### src/rtl/wt_pkg.sv
package wt_pkg;
    localparam int CNT_W    = 15;
    localparam int TAP_BASE = 12;
    localparam int SEL_W    = 2;
    localparam int SYNC_N   = 2;

    typedef enum logic [SEL_W-1:0] {
        TAP_4K  = 2'd0,
        TAP_8K  = 2'd1,
        TAP_16K = 2'd2,
        TAP_32K = 2'd3
    } tap_sel_e;

    // software controls after the domain crossing
    typedef struct packed {
        logic clr;
        logic en;
    } sw_ctl_t;

    // ones on all bits at and below the selected tap bit
    function automatic logic [31:0] tap_mask(input int base, input logic [SEL_W-1:0] sel);
        logic [31:0] one;
        one = 32'd1;
        return (one << (base + int'(sel))) - 32'd1;
    endfunction
endpackage

### src/rtl/wt_sync.sv
module wt_sync #(
    parameter int W      = 2,
    parameter int STAGES = 2
) (
    input  logic         clk,
    input  logic         rst,
    input  logic [W-1:0] d,
    output logic [W-1:0] q
);
    logic [W-1:0] pipe [STAGES];

    always_ff @(posedge clk) begin
        if (rst) begin
            for (int i = 0; i < STAGES; i++) pipe[i] <= '0;
        end else begin
            pipe[0] <= d;
            for (int i = 1; i < STAGES; i++) pipe[i] <= pipe[i-1];
        end
    end

    assign q = pipe[STAGES-1];
endmodule

### src/rtl/wt_counter.sv
module wt_counter
    import wt_pkg::*;
#(
    parameter int CW   = CNT_W,
    parameter int BASE = TAP_BASE
) (
    input  logic             clk,
    input  logic             rst,
    input  logic             adv,
    input  logic             clr,
    input  tap_sel_e         sel,
    output logic [CW-1:0]    cnt_q,
    output logic             tap_fall
);
    logic [CW-1:0] mask;
    logic [31:0]   mask_w;

    always_comb begin
        mask_w   = tap_mask(BASE, sel);
        mask     = mask_w[CW-1:0];
        tap_fall = adv && !clr && ((cnt_q & mask) == mask);
    end

    always_ff @(posedge clk) begin
        if (rst)      cnt_q <= '0;
        else if (clr) cnt_q <= '0;
        else if (adv) cnt_q <= cnt_q + 1'b1;
    end
endmodule

### src/rtl/wt_irq.sv
module wt_irq (
    input  logic clk,
    input  logic rst,
    input  logic set,
    input  logic ack,
    input  logic en,
    output logic flag,
    output logic req
);
    always_ff @(posedge clk) begin
        if (rst)      flag <= 1'b0;
        else if (set) flag <= 1'b1;
        else if (ack) flag <= 1'b0;
    end

    assign req = flag & en;
endmodule

### src/rtl/watch_timer.sv
module watch_timer
    import wt_pkg::*;
#(
    parameter int CNT_WIDTH = CNT_W,
    parameter int TAP_LOW   = TAP_BASE,
    parameter int SYNC_LEN  = SYNC_N
) (
    input  logic                 clk_sub,
    input  logic                 rst,
    input  logic                 osc_run,
    input  logic                 stop_mode,
    input  logic                 osc_off_in_stop,
    input  logic                 clr_req,
    input  logic                 int_en,
    input  logic                 irq_ack,
    input  logic [SEL_W-1:0]     tap_sel,
    output logic [CNT_WIDTH-1:0] count,
    output logic                 irq_flag,
    output logic                 irq_req
);
    localparam int CTL_W = $bits(sw_ctl_t);

    sw_ctl_t ctl_raw, ctl_s;
    logic    clr_s;
    logic    advance;
    logic    tap_fall;

    assign ctl_raw = '{clr: clr_req, en: int_en};
    assign clr_s   = ctl_s.clr;
    assign advance = osc_run && !(stop_mode && osc_off_in_stop);

    wt_sync #(.W(CTL_W), .STAGES(SYNC_LEN)) u_sync (
        .clk (clk_sub),
        .rst (rst),
        .d   (ctl_raw),
        .q   (ctl_s)
    );

    wt_counter #(.CW(CNT_WIDTH), .BASE(TAP_LOW)) u_cnt (
        .clk      (clk_sub),
        .rst      (rst),
        .adv      (advance),
        .clr      (clr_s),
        .sel      (tap_sel_e'(tap_sel)),
        .cnt_q    (count),
        .tap_fall (tap_fall)
    );

    wt_irq u_irq (
        .clk  (clk_sub),
        .rst  (rst),
        .set  (tap_fall),
        .ack  (irq_ack),
        .en   (ctl_s.en),
        .flag (irq_flag),
        .req  (irq_req)
    );
endmodule

### config.mk
export PLATFORM = sky130hd
export DESIGN_NAME = watch_timer
export DESIGN_NICKNAME = d
export VERILOG_FILES = /design/src/rtl/wt_pkg.sv /design/src/rtl/wt_sync.sv /design/src/rtl/wt_counter.sv /design/src/rtl/wt_irq.sv /design/src/rtl/watch_timer.sv
export SDC_FILE = /design/constraint.sdc
export NUM_CORES = 1
export LEC_CHECK = 0
export BUFFER_PORTS_ARGS = -buffer_cell sky130_fd_sc_hd__buf_2
export CORE_UTILIZATION = 47
export CTS_BUF_LIST = sky130_fd_sc_hd__clkbuf_8
export DETAILED_ROUTE_END_ITERATION = 8
export HOLD_SLACK_MARGIN = 0.06
export PLACE_DENSITY = 0.86
export SKIP_CTS_REPAIR_TIMING = 1
export SLEW_MARGIN = 20
export SYNTH_ARGS = -nofsm -noshare
export SYNTH_HDL_FRONTEND = slang
export SYNTH_SLANG_ARGS = --single-unit
### constraint.sdc
create_clock -name clk_sub -period 1.66 [get_ports clk_sub]
set_input_delay 0.083 -clock clk_sub [delete_from_list [all_inputs] [get_ports clk_sub]]
set_output_delay 0.083 -clock clk_sub [all_outputs]
set_load 0.05 [all_outputs]
## Yosys cells after proc, flatten, opt, wreduce, memory -nomap -nowiden

Memory sizes are Yosys's and may differ from the RTL's.
Cells that the tools add are included.

| operators by class | value |
|---|---|
| add/sub/neg operators | 3 |
| equal/unequal tests | 1 |
| shift-type cells | 1 |
| multiplexer cells | 7 |
| bitwise gates (word level) | 4 |
| reductions and logical operators | 8 |

Operators with widths:

| operator | number |
|---|---|
| $shl 1x32->15 const A | 1 |
| $add 15x1->15 const B | 1 |
| $and 15x15->15 | 1 |
| $eq 15x15->1 | 1 |
| $sub 15x1->15 const B | 1 |
| $add 4x2->5 const A | 1 |
| $mux 1 | 5 |
| $logic_and 1x1->1 | 4 |
| $mux 2 | 2 |
| $logic_not 1->1 | 2 |
| $or 1x1->1 | 2 |
| $reduce_bool 2->1 | 1 |
| $reduce_or 2->1 | 1 |
| $and 1x1->1 | 1 |

| storage, ports and cells | value |
|---|---|
| bits in registers | 16 |
| memory bits (writable) | 4 |
| bits of input ports | 10 |
| output and inout bits | 17 |
| logic and storage cells | 27 |
| memories kept | 1 |

Memories:

| memory | words | width | read ports | clocked after memory_dff | wr ports | line | source |
|---|---|---|---|---|---|---|---|
| u_sync.pipe | 2 | 2 | 2 | 0 | 2 | wt_sync.sv:10 | `logic [W-1:0] pipe [STAGES];` |

## Depth between registers and ports, before layout

| logic depth | value |
|---|---|
| depth in word-level cells | 7 |
| mapped depth | 5 |
| gate-level depth less buffers | 5 |

## Hierarchy

Synthesis repeated with hierarchy kept, for this count alone.

| unflattened totals | value |
|---|---|
| cell total of the unflattened synthesis | 102 |
| area total of the unflattened synthesis | 948.4 um2 |

By module, submodules not included:

| module | times used | cells each | area each (um2) | sequential area each (um2) |
|---|---|---|---|---|
| wt_counter | 1 | 86 | 772.0 | 300.3 |
| wt_sync | 1 | 10 | 120.1 | 80.1 |
| wt_irq | 1 | 5 | 45.0 | 20.0 |
| watch_timer | 1 | 1 | 11.3 | 0.0 |

## Worst setup path before layout

No wires, ideal clock.

| path | value |
|---|---|
| path type | register -> register |
| start | reg u_cnt.cnt_q[3] |
| end | reg u_cnt.cnt_q[14] |
| setup time | 70 ps |
| arrival | 1867 ps |
| required time | 1590 ps |
| slack | -277 ps |
| cell stages (with the launch flop) | 5 |
| path buffers | 0 |
| period minus slack after synthesis | 1937 ps |
| cells stage by stage | dfxtp_1 -> nand3_2 -> or3_4 -> or4_1 -> a21oi_1 |

| between the ends | value |
|---|---|
| word-level cells in the longest chain between the ends | 1 |

Ends and longest elaborated chain:

| what | line | source |
|---|---|---|
| start, declared | wt_counter.sv:12 | `output logic [CW-1:0] cnt_q,` |
| start signal, assigned | wt_counter.sv:27 | `else if (adv) cnt_q <= cnt_q + 1'b1;` |
| $add 15x1->15 | wt_counter.sv:27 |  |

Every way passes these cells.
A chain may end at the register's enable or synchronous reset.

## Worst setup path after layout

| path | value |
|---|---|
| start | reg u_cnt.cnt_q[11] |
| end | reg u_cnt.cnt_q[14] |

The elaborated chain is that of the path after synthesis.

==> impl_metrics.tcl <==
set metrics [dict create \
    drc_errors 0 \
    synthesis.area_um2 870 \
    cts-htree-levels 1 \
    portBuffers 26 \
    first_pass_iters 4 \
    gr-total-overflow 0 \
    grt_pass1_vias 678 \
    cts.sinks 20 \
    numCtsBuffers 3 \
    place_area_um2 1050 \
    dp.cells 151 \
    outcome "complete, no violations" \
    drtIter0Drc 13 \
    fin_skew_ps 7.35 \
    worstSkewPairLatency_ps 260 \
    hold_slack_ps 62.9 \
    tightest_slew_ps 488 \
    finalCritPeriodShare_pct 92.9 \
    hp-class "in2reg" \
    final_cells 157 \
    cp.buffers_inverters 0 \
    final_max_slew_viol_count 0 \
    root_buffer "clkbuf_8" \
    cp_cell_sequence "nand3_1 -> or3_4 -> or4_1 -> a21oi_1" \
    dieArea_um2 2030 \
    critPathKind "reg2reg" \
    grt_setup_unrepaired "false" \
    start_util_pct 50.4 \
    syn_area_per_cell_um2 8.70 \
    syn_nets 111 \
    synth_edf_count 0 \
    coreArea_um2 1730 \
    wire_per_inst_um 11.8 \
    synth-main-ff-cell "dfxtp_1" \
    ys_ff_latch 20 \
    dpl.hpwl_um 1310 \
    grt_pass1_wl_um 3050 \
    leakage_nw 0.462 \
    fin_crit_ps 1540 \
    setup_viol 0 \
    ir_worst_vdd_mv 0.546 \
    power_density_nw_per_um2 909 \
    synth_seq_area_share_pct 46.0 \
    path_clk_slew_ps 70 \
    area_growth_pct 31.4 \
    dieHeight_um 45.0 \
    grt_max_degree 15 \
    hold_viol_final 0 \
    antenna_found_initial 0 \
    postRouteAntennaNets 0 \
    async_flop_share_pct 0 \
    cp_max_fo 5 \
    cp-start-kind "register" \
    rows 15 \
    die_w_um 45.0 \
    end_kind "register" \
    tritoncts "done" \
    setup_ws_ps 118 \
    diodes 0 \
    yosysWarnings 0 \
    layout-drive-gt1-share_pct 35.6 \
    slowest_stage "dfxtp_1" \
    maxCapViolations 0 \
    ios 27 \
    timing.fmax_ghz 0.648 \
    yosysUniqueCellTypes 27 \
    power_mw 1.04 \
    final_nets 144 \
    final_area_um2 1140 \
    viasPerCell 5.18 \
    routabilityCongestion 0.841 \
    critical_path.top_delay_family "simple AND/OR/NAND/NOR gates" \
    worstPathArrival_ps 1740 \
    cp.required_ps 1860 \
    pre_cts_slack_ps 151 \
    slew_headroom_pct 67.2 \
    syn_inst 100 \
    routed_wl_um 1860 \
    critPathMaxStageDelay_ps 420 \
    num-fill-cells 154 \
    max-clock-path-buffers 2 \
    num_vias 813 \
    grt_use_total_pct 21.0 \
]
sequential cells by signal (all words and copies together) (netlist names):
signal and count:
u_sync.pipe 4, u_cnt.cnt_q 15, u_irq.flag 1
layer usage:
layer / up-vias / share of wire [%] / GRT usage [%] / wire length, µm
met4: 0 / 1.8 / 10.3 / 34
met2: 23 / 49 / 32.8 / 902
met5: - / 0 / 0 / 0
li1: 409 / - / - / -
met1: 376 / 47 / 27.8 / 866
met3: 5 / 2.9 / 4.00 / 53
Yosys cell counts (2+ instances only):
| master | instances | area share, % |
|---|---|---|
| or4_1 | 2 | 1.7 |
| dfxtp_1 | 20 | 46 |
| o21ai_0 | 3 | 1.7 |
| or2_2 | 2 | 1.4 |
| inv_1 | 4 | 1.7 |
| or3_1 | 2 | 1.4 |
| nand3_1 | 5 | 2.9 |
| clkbuf_1 | 2 | 0.86 |
| nor4_1 | 4 | 2.9 |
| xor2_1 | 3 | 3.0 |
| o31ai_1 | 2 | 1.7 |
| a21oi_1 | 5 | 2.9 |
| nand4_1 | 2 | 1.4 |
| nor2_1 | 14 | 6.0 |
| nor3_1 | 2 | 1.2 |
| nor2b_1 | 4 | 2.9 |
| nand2_1 | 8 | 3.5 |
| xnor2_1 | 7 | 7.1 |
area by class of cell:
cell class	instances	area [µm²]	share of cell area [%]
multi-input combinational	74	447	39.1
tap	25	31.3	2.74
sequential	20	413	36.1
inverter	4	15.0	1.31
timing repair buffer	30	165	14.5
clock inverter	1	30.0	2.63
clock buffer	3	41.3	3.61
placed cells by master (no fill, tap or decap), types with 2 or more instances in the layout:
cell type	instances
buf_2	26
nor2_1	14
dfxtp_2	10
dfxtp_1	10
nand2_1	8
xnor2_1	7
nand3_1	5
a21oi_1	5
nor2b_1	4
inv_1	4
nor4_1	4
xor2_1	3
o21ai_0	3
clkbuf_8	3
or3_1	2
nor3_1	2
nand4_1	2
or2_2	2
o31ai_1	2
or4_1	2
dlygate4sd3_1	2
buf_4	2
worst register-to-register path, cell delays in order (launching register included):
cell and delay, ps:
dfxtp_1 420, nand3_1 140, or3_4 360, or4_1 410
a21oi_1 140
final timing paths:
kind                                         from           endpoint  slack (ps)  cells after the start
worst max register to register    u_cnt.cnt_q[11]    u_cnt.cnt_q[14]         120                      4
worst min register to register  u_sync.pipe[0][0]  u_sync.pipe[0][2]         440                      1
worst min-delay path                          rst  u_sync.pipe[0][2]          60                      2
worst max-delay path              u_cnt.cnt_q[11]    u_cnt.cnt_q[14]         120                      4
through the flow:
| step | util, % | TNS, ps |
|---|---|---|
| detailed placement | 60.9 | 0 |
| CTS | 65.0 | 0 |
| finish | 66.2 | 0 |
| global route | 66.2 | 0 |
| floorplan | - | -71.7 |
| global placement | 60.9 | 0 |
logic make-up (layout without fill, tap and decap cells):
kind of cell	count (synthesis)	after routing	synth area share, %
simple gates	49	49	29.2
flops	20	20	46.0
compound gates	13	13	9.50
xor+xnor	10	10	10.1
buf+inv	6	38	2.59
fa+ha+maj	1	1	1.44
mux	1	1	1.15
power by group:
part	internal (mW)	switching (mW)
Sequential	0.488	0.00539
Clock	0.322	0.155
Combinational	0.0281	0.0397
Total	0.838	0.200
Power figures use the tool's default switching activity.
